[src/rtl/cov_pkg.sv]
package cov_pkg;
  localparam int unsigned FRAC_W = 16;

  typedef enum logic [1:0] {
    ST_IDLE,
    ST_LAUNCH,
    ST_WAIT,
    ST_FINISH
  } ctl_state_e;

  typedef enum logic [1:0] {
    JOB_TOGGLE,
    JOB_MODCOV,
    JOB_EFF
  } job_e;
endpackage

[src/rtl/cov_node_track.sv]
module cov_node_track #(
  parameter int unsigned NODES = 8
) (
  input  logic             clk_i,
  input  logic             rst_ni,
  input  logic             sample_i,
  input  logic             clear_i,
  input  logic             edge_mode_i,
  input  logic [NODES-1:0] nodes_i,
  output logic [NODES-1:0] cov_o
);
  // history valid: first sample after clear only loads prev
  logic hist_vld_q;

  always_ff @(posedge clk_i or negedge rst_ni) begin
    if (!rst_ni)       hist_vld_q <= 1'b0;
    else if (clear_i)  hist_vld_q <= 1'b0;
    else if (sample_i) hist_vld_q <= 1'b1;
  end

  for (genvar g = 0; g < NODES; g++) begin : g_node
    logic lo_q, hi_q, rise_q, fall_q, prev_q;

    always_ff @(posedge clk_i or negedge rst_ni) begin
      if (!rst_ni) begin
        lo_q   <= 1'b0;
        hi_q   <= 1'b0;
        rise_q <= 1'b0;
        fall_q <= 1'b0;
        prev_q <= 1'b0;
      end else if (clear_i) begin
        lo_q   <= 1'b0;
        hi_q   <= 1'b0;
        rise_q <= 1'b0;
        fall_q <= 1'b0;
        prev_q <= 1'b0;
      end else if (sample_i) begin
        if (nodes_i[g]) hi_q <= 1'b1;
        else            lo_q <= 1'b1;
        if (hist_vld_q && !prev_q &&  nodes_i[g]) rise_q <= 1'b1;
        if (hist_vld_q &&  prev_q && !nodes_i[g]) fall_q <= 1'b1;
        prev_q <= nodes_i[g];
      end
    end

    assign cov_o[g] = edge_mode_i ? (rise_q & fall_q) : (lo_q & hi_q);
  end
endmodule

[src/rtl/cov_popcount.sv]
module cov_popcount #(
  parameter int unsigned W   = 8,
  parameter int unsigned CNW = $clog2(W + 1)
) (
  input  logic [W-1:0]   vec_i,
  output logic [CNW-1:0] cnt_o
);
  always_comb begin
    cnt_o = '0;
    for (int i = 0; i < W; i++) cnt_o = cnt_o + CNW'(vec_i[i]);
  end
endmodule

[src/rtl/cov_divider.sv]
module cov_divider #(
  parameter int unsigned NW = 33,
  parameter int unsigned DW = 16,
  parameter int unsigned QW = 16
) (
  input  logic          clk_i,
  input  logic          rst_ni,
  input  logic          start_i,
  input  logic [NW-1:0] num_i,
  input  logic [DW-1:0] den_i,
  output logic          valid_o,
  output logic [QW-1:0] quo_o
);
  localparam int unsigned CNTW = $clog2(NW + 1);

  logic [NW-1:0]   num_q;  // dividend shifts out, quotient shifts in
  logic [DW-1:0]   den_q;
  logic [DW-1:0]   rem_q;
  logic [CNTW-1:0] cnt_q;
  logic            run_q;

  logic [DW:0]   rem_sh;
  logic [DW:0]   den_ext;
  logic          ge;
  logic [DW-1:0] rem_nx;

  always_comb begin
    rem_sh  = {rem_q, num_q[NW-1]};
    den_ext = {1'b0, den_q};
    ge      = rem_sh >= den_ext;
    rem_nx  = ge ? DW'(rem_sh - den_ext) : rem_sh[DW-1:0];
  end

  always_ff @(posedge clk_i or negedge rst_ni) begin
    if (!rst_ni) begin
      num_q   <= '0;
      den_q   <= '0;
      rem_q   <= '0;
      cnt_q   <= '0;
      run_q   <= 1'b0;
      valid_o <= 1'b0;
    end else if (start_i) begin
      num_q   <= num_i;
      den_q   <= den_i;
      rem_q   <= '0;
      cnt_q   <= CNTW'(NW);
      run_q   <= 1'b1;
      valid_o <= 1'b0;
    end else if (run_q) begin
      num_q <= {num_q[NW-2:0], ge};
      rem_q <= rem_nx;
      cnt_q <= cnt_q - 1'b1;
      if (cnt_q == CNTW'(1)) begin
        run_q   <= 1'b0;
        valid_o <= 1'b1;
      end else begin
        valid_o <= 1'b0;
      end
    end else begin
      valid_o <= 1'b0;
    end
  end

  // saturate results of 1.0 and above
  assign quo_o = (|num_q[NW-1:QW]) ? {QW{1'b1}} : num_q[QW-1:0];
endmodule

[src/rtl/cov_monitor.sv]
module cov_monitor
  import cov_pkg::*;
#(
  parameter int unsigned NODES      = 8,
  parameter int unsigned CW         = 16,
  parameter int unsigned WEIGHT_Q16 = 32768,
  localparam int unsigned NCW       = $clog2(NODES + 1)
) (
  input  logic             clk_i,
  input  logic             rst_ni,
  input  logic             sample_i,
  input  logic             clear_i,
  input  logic             edge_mode_i,
  input  logic [NODES-1:0] nodes_i,
  input  logic             start_i,
  input  logic [CW-1:0]    det_i,
  input  logic [CW-1:0]    pot_i,
  input  logic [CW-1:0]    undet_i,
  input  logic [CW-1:0]    total_i,
  output logic [NCW-1:0]   covered_o,
  output logic [NCW-1:0]   node_total_o,
  output logic             busy_o,
  output logic             done_o,
  output logic             err_o,
  output logic [15:0]      toggle_cov_o,
  output logic [15:0]      mod_cov_o,
  output logic [15:0]      fault_eff_o
);
  localparam int unsigned NW = CW + FRAC_W + 1;

  logic [NODES-1:0] cov_vec;

  cov_node_track #(.NODES(NODES)) u_track (
    .clk_i       (clk_i),
    .rst_ni      (rst_ni),
    .sample_i    (sample_i),
    .clear_i     (clear_i),
    .edge_mode_i (edge_mode_i),
    .nodes_i     (nodes_i),
    .cov_o       (cov_vec)
  );

  cov_popcount #(.W(NODES), .CNW(NCW)) u_count (
    .vec_i (cov_vec),
    .cnt_o (covered_o)
  );

  assign node_total_o = NCW'(NODES);

  ctl_state_e     state_q;
  job_e           job_q;
  logic [NCW-1:0] snap_cov_q;
  logic [CW-1:0]  det_q, pot_q, undet_q, total_q;
  logic [15:0]    stage_q [3];
  logic           err_stage_q;

  logic [NW-1:0]  div_num;
  logic [CW-1:0]  div_den;
  logic           den_bad;
  logic           div_start;
  logic           div_valid;
  logic [15:0]    div_quo;

  always_comb begin
    case (job_q)
      JOB_TOGGLE: begin
        div_num = NW'(snap_cov_q) << FRAC_W;
        div_den = CW'(NODES);
        den_bad = 1'b0;
      end
      JOB_MODCOV: begin
        div_num = (NW'(det_q) << FRAC_W) + NW'(WEIGHT_Q16) * NW'(pot_q);
        div_den = total_q;
        den_bad = (total_q == '0);
      end
      default: begin
        div_num = NW'(det_q) << FRAC_W;
        div_den = total_q - undet_q;
        den_bad = (total_q <= undet_q);
      end
    endcase
  end

  assign div_start = (state_q == ST_LAUNCH) && !den_bad;
  assign busy_o    = (state_q != ST_IDLE);

  cov_divider #(.NW(NW), .DW(CW), .QW(16)) u_div (
    .clk_i   (clk_i),
    .rst_ni  (rst_ni),
    .start_i (div_start),
    .num_i   (div_num),
    .den_i   (div_den),
    .valid_o (div_valid),
    .quo_o   (div_quo)
  );

  always_ff @(posedge clk_i or negedge rst_ni) begin
    if (!rst_ni) begin
      state_q      <= ST_IDLE;
      job_q        <= JOB_TOGGLE;
      snap_cov_q   <= '0;
      det_q        <= '0;
      pot_q        <= '0;
      undet_q      <= '0;
      total_q      <= '0;
      err_stage_q  <= 1'b0;
      for (int i = 0; i < 3; i++) stage_q[i] <= '0;
      done_o       <= 1'b0;
      err_o        <= 1'b0;
      toggle_cov_o <= '0;
      mod_cov_o    <= '0;
      fault_eff_o  <= '0;
    end else begin
      done_o <= 1'b0;
      case (state_q)
        ST_IDLE: begin
          if (start_i) begin
            snap_cov_q  <= covered_o;
            det_q       <= det_i;
            pot_q       <= pot_i;
            undet_q     <= undet_i;
            total_q     <= total_i;
            job_q       <= JOB_TOGGLE;
            err_stage_q <= 1'b0;
            state_q     <= ST_LAUNCH;
          end
        end
        ST_LAUNCH: begin
          if (den_bad) begin
            stage_q[job_q] <= '0;
            err_stage_q    <= 1'b1;
            if (job_q == JOB_EFF) state_q <= ST_FINISH;
            else job_q <= job_e'(job_q + 2'd1);
          end else begin
            state_q <= ST_WAIT;
          end
        end
        ST_WAIT: begin
          if (div_valid) begin
            stage_q[job_q] <= div_quo;
            if (job_q == JOB_EFF) begin
              state_q <= ST_FINISH;
            end else begin
              job_q   <= job_e'(job_q + 2'd1);
              state_q <= ST_LAUNCH;
            end
          end
        end
        default: begin
          toggle_cov_o <= stage_q[0];
          mod_cov_o    <= stage_q[1];
          fault_eff_o  <= stage_q[2];
          err_o        <= err_stage_q;
          done_o       <= 1'b1;
          state_q      <= ST_IDLE;
        end
      endcase
    end
  end
endmodule

[config.mk]
export PLATFORM = sky130hd
export DESIGN_NAME = cov_monitor
export DESIGN_NICKNAME = d
export VERILOG_FILES = /design/src/rtl/cov_pkg.sv /design/src/rtl/cov_node_track.sv /design/src/rtl/cov_popcount.sv /design/src/rtl/cov_divider.sv /design/src/rtl/cov_monitor.sv
export SDC_FILE = /design/constraint.sdc
export NUM_CORES = 1
export LEC_CHECK = 0
export ABC_AREA = 1
export ABC_CLOCK_PERIOD_IN_PS = 9000
export BUFFER_PORTS_ARGS = -buffer_cell sky130_fd_sc_hd__buf_2
export CAP_MARGIN = 20
export CELL_PAD_IN_SITES_DETAIL_PLACEMENT = 0
export CELL_PAD_IN_SITES_GLOBAL_PLACEMENT = 1
export CORE_UTILIZATION = 49
export CTS_CLUSTER_SIZE = 14
export DETAILED_ROUTE_END_ITERATION = 7
export MAX_ROUTING_LAYER = met4
export PLACE_DENSITY_LB_ADDON = 0.15
export SYNTH_ARGS = -nofsm -noshare
export SYNTH_HDL_FRONTEND = slang
export SYNTH_HIERARCHICAL = 1
export SYNTH_SLANG_ARGS = --single-unit
[constraint.sdc]
create_clock -name clk_i -period 9 [get_ports clk_i]
set_clock_uncertainty 0.1 [all_clocks]
set_input_delay 2.25 -clock clk_i [delete_from_list [all_inputs] [get_ports clk_i]]
set_output_delay 2.25 -clock clk_i [all_outputs]
set_load 0.05 [all_outputs]
==> impl_metrics.json, run 1 <==
{
  "syn-cell-area_um2": 15900,
  "die_x_um": 182,
  "critPathMaxFanout": 9,
  "powerDensity_nw_per_um2": 430,
  "ys_warn_count": 6,
  "post_cts_resized": 0,
  "slew_headroom_pct": 37.4,
  "clockBufferDepth": 3,
  "fillCellCount": 2987,
  "grt_pass1_vias": 12422,
  "drt_iter0_drc": 884,
  "layout-drive-gt1-share_pct": 16.4,
  "syn_inst": 1985,
  "hpwl_mm": 26.0,
  "diodes": 0,
  "initial_core_util_pct": 50.1,
  "cts_inserted_buffers": 34,
  "synth_top_area_share_pct": 44.8,
  "grtUsageTotal_pct": 24.2,
  "hold_buffers": 0,
  "synth_area_leaders": "dfrtp_1, nand2_1, inv_1",
  "period_share_pct": 84.3,
  "critPathLaunchType": "primary input",
  "clkLatencyLatePin_ps": 520,
  "setup_tns_ps": 0,
  "hold_viol": 0,
  "slowest_delay_ps": 560,
  "synthArstFlopShare_pct": 100,
  "crit_path_top_delay_cell": "fa_1",
  "routedWlPerCell_um": 15.0,
  "outcome": "complete, no violations",
  "rsz0062_at_grt": "false",
  "io_buffers": 132,
  "coreArea_um2": 31800,
  "netlist.top_cell.by_area": "dfrtp_1",
  "post_cts_buffers": 0,
  "reg2reg_slack_ps": 4620,
  "cts-root-buf": "clkbuf_16",
  "postRouteAntennaNets": 0,
  "cts_num_sinks": 285,
  "post_synth_num_cell_types": 53,
  "p_leak_uw": 0.00958,
  "placed_cell_area_um2": 16800,
  "gp_congestion": 0.860,
  "die_area_um2": 33200,
  "ys.flop_type": "dfrtp_1",
  "fp.dieH_um": 182,
  "fin_nets": 2242,
  "cp.arrival_ps": 5230,
  "hold_path_class": "reg2reg",
  "synth_edf_count": 0,
  "num_rows": 65,
  "grt-ovfl-total": 0,
  "firstDrtPassIters": 5,
  "tightestPinTransition_ps": 939,
  "grt_max_degree": 169,
  "critPathMostFrequentCell": "fa_1",
  "end_kind": "output port",
  "maxCapViolCount": 0,
  "cts_tree": "built",
  "antenna_found_initial": 0,
  "cts.clk_slew.worst_paths_ps": 50,
  "syn_avg_cell_area_um2": 8.02,
  "syn2layout_area_growth_pct": 13.3,
  "fin_area_um2": 18000,
  "setup_viol": 0,
  "htree_levels": 2,
  "clock.fmax_mhz": 132,
  "drc": 0,
  "regArea_um2": 7130,
  "slew_violations": 0,
  "crit_type": "in2out",
  "viasPerCell": 5.11,
  "totalWireLength_mm": 38.3,
  "num_io_pins": 137,
  "worstPathCellList": "buf_2 > inv_1 > nand3_1 > nand2_1 > inv_1 > fa_1 > fa_1 > fa_1 > fa_1 > inv_1 > nand2_1 > nand2_1 > buf_2",
  "period_minus_slack_ps": 7580,
  "ys_ff_latch": 285,
  "grt_pass1_wl_mm": 63.6,
  "synth-seq-area-share_pct": 44.8,
  "num_vias": 13074,
  "required_ps": 6650,
  "multi_input_area_um2": 7420,
  "vdd.ir_drop.worst_mv": 0.214
}
==> critical path, delay by kind of cell <==
family / cells / cell delay, ps
buffers and inverters: 5 / 800
adder cells (fa/ha/maj): 4 / 1870
AND/OR/NAND/NOR: 4 / 310
==> registers in the layout, summed over array words and instances, names as in the netlist, 16 cells and up <==
name / count
stage_q: 48
u_div/num_q: 33
det_q: 16
fault_eff_o: 16
mod_cov_o: 16
pot_q: 16
toggle_cov_o: 16
total_q: 16
u_div/den_q: 16
u_div/rem_q: 16
undet_q: 16
==> final cells by class <==
type                    instances  area share, %
multi-input cells            1375           41.1
flip-flops and latches        285           39.5
clock buffers                  49           5.53
inverters                     259           5.39
repair buffers                143           4.35
well taps                     435           3.02
clock inverters                13           1.06
==> worst paths after layout <==
check                              from               to  cells past startpoint
setup reg to reg               job_q[0]  u_div/num_q[13]                     13
max in group asynchronous        rst_ni      total_q[10]                      2
setup / recovery            edge_mode_i     covered_o[2]                     13
hold reg to reg            mod_cov_o[5]     mod_cov_o[5]                      2
min in group asynchronous        rst_ni   u_div/rem_q[8]                      1
hold / removal             mod_cov_o[5]     mod_cov_o[5]                      2
==> cell usage in the layout, fill, tap and decap left out, types with 5 or more instances in the layout <==
master	netlist	layout
nand3_1	100	100
inv_2	8	9
nand3b_1	7	7
inv_1	248	246
clkbuf_8	0	9
nor2_2	7	7
nor2_1	110	110
o221ai_1	33	33
nand2_2	65	65
clkbuf_16	0	34
xor2_1	7	7
nand4_1	58	58
a21oi_1	85	85
nand3_2	8	8
ha_1	59	59
nor3_1	14	14
buf_2	11	131
o21ai_0	91	91
nand2_1	598	597
mux2_2	37	37
o21bai_1	5	5
a21o_1	6	6
fa_1	7	7
dfrtp_1	285	285
conb_1	2	19
clkbuf_1	51	6
buf_4	6	9
o22ai_1	8	8
o21ai_1	9	9
==> report_power, final <==
group,total (µW),internal (µW),switching (µW)
registers,2050,1770,281
logic,4250,1370,2880
clock network,1440,890,554
==> metal layers <==
| metal | global-route usage, % | wire (µm) |
|---|---|---|
| met1 | 35.1 | 19400 |
| met2 | 36.3 | 16700 |
| met5 | - | 0 |
| met3 | 2.77 | 1530 |
| met4 | 5.98 | 723 |
==> cells in the mapped netlist, types with 11 or more instances <==
cell type / n
ha_1: 59
o221ai_1: 33
o21ai_0: 91
nand2_1: 598
a21oi_1: 85
nor2_1: 110
clkbuf_1: 51
nand3_1: 100
nor3_1: 14
mux2_2: 37
nand4_1: 58
buf_2: 11
dfrtp_1: 285
nand2_2: 65
inv_1: 248
==> metrics by stage <==
stage	setup slack [ps]	instances	total power, µW	utilization (%)	hold WS [ps]
finish	1420	2559	7750	56.8	363
global route	1240	2559	8440	56.8	384
CTS	1370	2558	7790	56.7	367
detailed placement	1390	2496	6310	52.9	354
global placement	1440	2496	6240	52.9	350
floorplan	1660	2002	5420	-	346
==> cell families after synthesis <==
group / count (synthesis) / share of synthesized area (%)
compound gates: 252 / 9.23
xor+xnor: 9 / 0.495
fa+ha+maj: 66 / 5.52
buf+inv: 342 / 9.04
flops: 285 / 44.8
mux: 37 / 2.62
other cells: 2 / 0.0472
simple gates: 992 / 28.3
Power figures use the tool's default switching activity.
==> run 2, diff against run 1 <==
--- a/config.mk
+++ b/config.mk
@@ -5,13 +5,13 @@
 export SDC_FILE = /design/constraint.sdc
 export NUM_CORES = 1
 export LEC_CHECK = 0
-export ABC_AREA = 1
-export ABC_CLOCK_PERIOD_IN_PS = 9000
+export ABC_AREA = 0
+export ABC_CLOCK_PERIOD_IN_PS = 6200
 export BUFFER_PORTS_ARGS = -buffer_cell sky130_fd_sc_hd__buf_2
 export CAP_MARGIN = 20
 export CELL_PAD_IN_SITES_DETAIL_PLACEMENT = 0
 export CELL_PAD_IN_SITES_GLOBAL_PLACEMENT = 1
-export CORE_UTILIZATION = 49
+export CORE_UTILIZATION = 43
 export CTS_CLUSTER_SIZE = 14
 export DETAILED_ROUTE_END_ITERATION = 7
 export MAX_ROUTING_LAYER = met4
==> constraint.sdc (replaced) <==
create_clock -name clk_i -period 6.2 [get_ports clk_i]
set_clock_uncertainty 0.1 [all_clocks]
set_input_delay 1.55 -clock clk_i [delete_from_list [all_inputs] [get_ports clk_i]]
set_output_delay 1.55 -clock clk_i [all_outputs]
set_load 0.05 [all_outputs]
==> run 2 against run 1 <==
Sequential cell count stayed put. Wire length is 15% lower. Clock power up 36%. Power is 20% higher. Critical path depth decreased by 3.
==> impl_metrics.json, run 2 <==
{
  "hold_buffers": 0,
  "powerDensity_nw_per_um2": 547,
  "coreArea_um2": 33800,
  "syn_inst": 1428,
  "initial_core_util_pct": 44.1,
  "ys_warn_count": 6,
  "grt_max_degree": 112,
  "setup_viol": 0,
  "crit_type": "in2out",
  "cts_num_sinks": 285,
  "num_io_pins": 137,
  "clkPwrFrac_pct": 21.0,
  "vdd.ir_drop.worst_mv": 0.287,
  "swShare_pct": 40.9,
  "largestRegisters": "stage_q x48, u_div/num_q x33",
  "final_common_cell": "dfrtp_1",
  "die_area_um2": 35400,
  "combPwrFrac_pct": 49.1,
  "slowest_delay_ps": 550,
  "post_cts_buffers": 0,
  "diodes": 0,
  "largest_register": "stage_q",
  "critPathMaxFanout": 11,
  "path_buf_inv": 3,
  "period_minus_slack_ps": 5900,
  "htree_levels": 1,
  "setup_tns_ps": 0,
  "routedWlPerCell_um": 16.1,
  "cts.clk_slew.worst_paths_ps": 60,
  "p_leak_uw": 0.00815,
  "postRouteAntennaNets": 0,
  "yosys-top-cells-count": "dfrtp_1, nand2_1, mux2_2",
  "crit_path_top_delay_cell": "fa_1",
  "netlist.top_cell.by_area": "dfrtp_1",
  "synth_edf_count": 0,
  "cts-root-buf": "clkbuf_16",
  "outcome": "complete, no violations",
  "viasPerCell": 5.19,
  "fp.dieH_um": 188,
  "slew_violations": 0,
  "synth_area_leaders": "dfrtp_1, mux2_2, ha_1",
  "seq_power_share_pct": 29.9,
  "clockBufferDepth": 3,
  "hold_path_class": "reg2reg",
  "tightestPinTransition_ps": 983,
  "ys.flop_type": "dfrtp_1",
  "clkLatencyLatePin_ps": 570,
  "required_ps": 4550,
  "intPower_uw": 5510,
  "grt_pass1_vias": 10322,
  "synth_top_area_share_pct": 47.9,
  "cts_inserted_buffers": 31,
  "grt_pass1_wl_mm": 55.1,
  "cts_tree": "built",
  "io_buffers": 132,
  "cp.arrival_ps": 4250,
  "post_synth_num_cell_types": 86,
  "syn-cell-area_um2": 14900,
  "hold_viol": 0,
  "slew_headroom_pct": 34.5,
  "grtUsageTotal_pct": 19.4,
  "largest_register_ffs": 48,
  "totalWireLength_mm": 32.6,
  "hpwl_mm": 22.8,
  "ys_ff_latch": 285,
  "drc": 0,
  "critPathMostFrequentCell": "fa_1",
  "period_share_pct": 95.1,
  "layout_common_cells": "dfrtp_1, nand2_1, buf_2",
  "synthArstFlopShare_pct": 100,
  "worstPathCellList": "buf_2 > nand3_1 > o21ai_0 > inv_1 > fa_1 > fa_1 > fa_2 > fa_1 > xnor2_2 > clkbuf_4",
  "antenna_found_initial": 0,
  "p_sw_uw": 3820,
  "fillCellCount": 3087,
  "critPathLaunchType": "primary input",
  "syn2layout_area_growth_pct": 14.4,
  "post_cts_resized": 0,
  "layout-drive-gt1-share_pct": 22.9,
  "fin_nets": 1690,
  "synth.most_common_cell": "dfrtp_1",
  "syn_avg_cell_area_um2": 10.4,
  "maxCapViolCount": 0,
  "gp_congestion": 0.852,
  "timing.critical_path.max_delay_family": "adder cells",
  "synth-seq-area-share_pct": 47.9,
  "die_x_um": 188,
  "num_rows": 67,
  "final_util_pct": 50.4,
  "num_vias": 10467,
  "firstDrtPassIters": 6,
  "grt-ovfl-total": 0,
  "drt_iter0_drc": 530,
  "end_kind": "output port",
  "rsz0062_at_grt": "false",
  "reg2reg_slack_ps": 2310,
  "clock.fmax_mhz": 170
}
run 2: cell families (layout without fill, tap and decap cells):
family,count (synthesis),after routing,share of synthesized area (%)
flip-flops,285,285,47.9
adder cells (fa/ha/maj),66,66,5.90
XOR/XNOR,34,34,2.00
other,2,19,0.0504
AO/OA/AOI/OAI,318,318,14.0
buffers and inverters,172,296,5.16
multiplexers,167,167,12.2
AND/OR/NAND/NOR,384,384,12.8
run 2: through the flow:
stage	hold WS [ps]	instances	instance area, µm²	total power, µW	setup slack, ps
finish	381	2017	17000	9330	304
global route	401	2017	17000	10100	95.8
detailed placement	368	1960	15900	7410	170
global placement	362	1960	15900	7360	220
floorplan	344	1445	15000	6390	222
CTS	383	2016	17000	9420	169
run 2: final cells by class:
cell class	count	area (µm²)	area share, %
Clock buffer	42	887	5.21
Clock inverter	14	216	1.27
Inverter	96	360	2.11
Multi-Input combinational cell	988	7090	41.6
Sequential cell	285	7130	41.9
Tap cell	448	561	3.29
Timing Repair Buffer	144	796	4.67
run 2: worst paths after layout:
path | startpoint | to | depth (start not counted)
min reg2reg | stage_q[44] | stage_q[44] | 2
min | stage_q[44] | stage_q[44] | 2
min in group asynchronous | rst_ni | u_div/cnt_q[3] | 1
max reg2reg | total_q[0] | u_div/den_q[15] | 13
max in group asynchronous | rst_ni | det_q[3] | 2
max | edge_mode_i | covered_o[2] | 10
run 2: worst register-to-register path, stage by stage (launching register included):
cell	delay, ps
dfrtp_1	390
inv_1	80
ha_1	210
fa_1	430
nor2b_4	150
o21ai_2	70
a21boi_2	260
o41ai_4	120
a21oi_2	210
a21oi_2	160
nor2_4	430
buf_4	570
buf_4	430
o21ai_0	160
run 2: metal layers:
layer,global-route usage (%),part of all wire [%],vias to the layer above
li1,-,-,5226
met1,30.0,54,5015
met2,27.1,41,191
met3,2.26,3.6,35
met4,3.78,1.5,0
met5,-,0,-
run 2: power by group through the flow:
stage / Sequential, µW / Clock (µW) / Combinational [µW]
after detailed placement: 2830 / 0 / 4580
after floorplan: 2760 / 0 / 3620
after global placement: 2820 / 0 / 4540
final: 2790 / 1960 / 4580
after CTS: 2800 / 2030 / 4600
after global routing: 2860 / 2100 / 5150
==> run 3, diff against run 2 <==
--- a/config.mk
+++ b/config.mk
@@ -16,7 +16,7 @@
 export DETAILED_ROUTE_END_ITERATION = 7
 export MAX_ROUTING_LAYER = met4
 export PLACE_DENSITY_LB_ADDON = 0.15
+export RECOVER_POWER = 100
 export SYNTH_ARGS = -nofsm -noshare
 export SYNTH_HDL_FRONTEND = slang
-export SYNTH_HIERARCHICAL = 1
 export SYNTH_SLANG_ARGS = --single-unit
==> run 3 against run 2 <==
The flow now finishes with violations (max-capacitance violations, max-slew violations). Non-clock buffer count up 1. Combinational power increased by 9.0%. Clock-buffer cell count up 7. Clock power up 8%. Global-route usage is 0.80 points higher. Critical endpoint is now covered_o[1]. Largest power group unchanged.
==> impl_metrics.json, run 3 <==
{
  "htree_levels": 2,
  "period_share_pct": 97.8,
  "num_rows": 66,
  "final_util_pct": 50.4,
  "cts-root-buf": "clkbuf_16",
  "slew_violations": 345,
  "worstPathCellList": "buf_2 > nand3_1 > o21ai_0 > ha_1 > inv_1 > fa_1 > fa_1 > fa_2 > fa_2 > inv_1 > clkbuf_4",
  "hold_viol": 0,
  "netlist.top_cell.by_area": "dfrtp_1",
  "gp_congestion": 0.832,
  "io_buffers": 132,
  "cp.arrival_ps": 4410,
  "layout-drive-gt1-share_pct": 22.6,
  "r2r-start": "job_q[0]",
  "synth.most_common_cell": "dfrtp_1",
  "grt_max_degree": 120,
  "fin_ws_ps": 137,
  "synth_edf_count": 0,
  "totalWireLength_mm": 31.9,
  "ys_warn_count": 0,
  "coreArea_um2": 32600,
  "cts_tree": "built",
  "final_common_cell": "dfrtp_1",
  "crit_path_top_delay_cell": "fa_2",
  "syn-cell-area_um2": 14300,
  "vdd.ir_drop.worst_mv": 0.252,
  "ys.flop_type": "dfrtp_1",
  "viasPerCell": 5.26,
  "die_area_um2": 33900,
  "syn_avg_cell_area_um2": 11.2,
  "largest_register_ffs": 48,
  "required_ps": 4550,
  "period_minus_slack_ps": 6060,
  "slew_headroom_pct": -165,
  "cts_num_sinks": 285,
  "largest_register": "stage_q",
  "clkLatencyLatePin_ps": 520,
  "outcome": "finished, violations left",
  "crit_type": "in2out",
  "post_synth_num_cell_types": 64,
  "layout_common_cells": "dfrtp_1, mux2_2, nor2_1",
  "clockBufferDepth": 3,
  "rsz0062_at_grt": "false",
  "drt_iter0_drc": 412,
  "powerDensity_nw_per_um2": 620,
  "maxCapViolCount": 6,
  "grt_pass1_vias": 9973,
  "syn2layout_area_growth_pct": 15.1,
  "num_io_pins": 137,
  "setup_tns_ps": 0,
  "hpwl_mm": 21.7,
  "dpl_worst_slack_ps": -39.8,
  "num_vias": 9745,
  "slowest_delay_ps": 610,
  "critPathLaunchType": "primary input",
  "placed_cell_area_um2": 15300,
  "largestRegisters": "stage_q x48, u_div.num_q x33",
  "synth_top_area_share_pct": 49.9,
  "fin_nets": 1529,
  "grt-ovfl-total": 0,
  "die_x_um": 184,
  "firstDrtPassIters": 4,
  "ys_ff_latch": 285,
  "drc": 0,
  "grtUsageTotal_pct": 20.2,
  "cts_inserted_buffers": 35,
  "critPathMaxFanout": 6,
  "violations": "max-capacitance violations, max-slew violations",
  "yosys-top-cells-count": "dfrtp_1, mux2_2, nor2_1",
  "p_leak_uw": 0.00780,
  "initial_core_util_pct": 43.8,
  "fin_area_um2": 16400,
  "hold_path_class": "reg2reg",
  "clock.fmax_mhz": 165,
  "antenna_found_initial": 2,
  "synthArstFlopShare_pct": 100,
  "grt_pass1_wl_mm": 52.9,
  "postRouteAntennaNets": 0,
  "end_kind": "output port",
  "syn_inst": 1271,
  "synth-seq-area-share_pct": 49.9,
  "hold_start": "u_div.den_q[12]",
  "cts.clk_slew.worst_paths_ps": 50,
  "fp.dieH_um": 184,
  "startpoint": "edge_mode_i",
  "setup_viol": 0,
  "tightestPinTransition_ps": 3970,
  "routedWlPerCell_um": 17.2,
  "synth_area_leaders": "dfrtp_1, mux2_2, ha_1"
}
run 3: path summary, 6_finish.rpt:
| kind | cells after the start | to | slack (ps) |
|---|---|---|---|
| setup / recovery | 11 | covered_o[1] | 140 |
| hold / removal | 2 | u_div.den_q[12] | 380 |
| setup reg to reg | 10 | u_div.den_q[5] | 1510 |
| hold reg to reg | 2 | u_div.den_q[12] | 380 |
| max in group asynchronous | 1 | u_div.run_q | 1090 |
| min in group asynchronous | 1 | u_div.den_q[14] | 2370 |
run 3: cell type report:
class                      count  area (µm²)
clock inverter                13         184
multi-input combinational    847        6560
timing repair buffer         145         699
sequential                   285        7130
antenna                        2        5.00
inverter                      71         267
clock buffer                  49        1030
fill                        3043       16200
tap                          442         553
run 3: logic make-up after synthesis:
kind of cell    synth area share, %
buf+inv                        4.26
xor+xnor                       2.15
compound gates                 13.0
flops                          49.9
mux                            16.4
other cells                  0.0526
simple gates                   8.08
fa+ha+maj                      6.15
run 3: metal layers:
layer,GRT usage (%),share of wire [%],vias up
met5,-,0,-
met4,4.47,1.5,0
met3,3.20,3.7,33
met2,32.0,46,140
met1,27.2,48,4788
li1,-,-,4784
run 3: power breakdown:
part           switching [µW]  internal, µW
Sequential                510          2570
Clock                     784          1330
Combinational            2900          2090
Total                    4190          6000
run 3: stage by stage:
step / hold slack [ps] / cells / total power (µW)
after floorplan: 350 / 1273 / 7010
after global placement: 367 / 1790 / 8090
after detailed placement: 377 / 1790 / 8160
after CTS: 387 / 1852 / 10300
after global routing: 411 / 1854 / 11000
final: 381 / 1854 / 10200
run 3: critical path, delay by kind of cell:
family / cells / cell delay (ps)
simple gates: 1 / 80
buf+inv: 4 / 460
fa+ha+maj: 5 / 2260
compound gates: 1 / 80
run 3: repair_timing:
| item | 4_1_cts | 5_1_grt |
|---|---|---|
| buffers inserted | 0 | 0 |
| setup endpoints to repair | 1 | 2 |
| gates resized for setup | 1 | 1 |
| hold buffers | 0 | 0 |
| cloned | 0 | 0 |
| pin swaps | 0 | 3 |
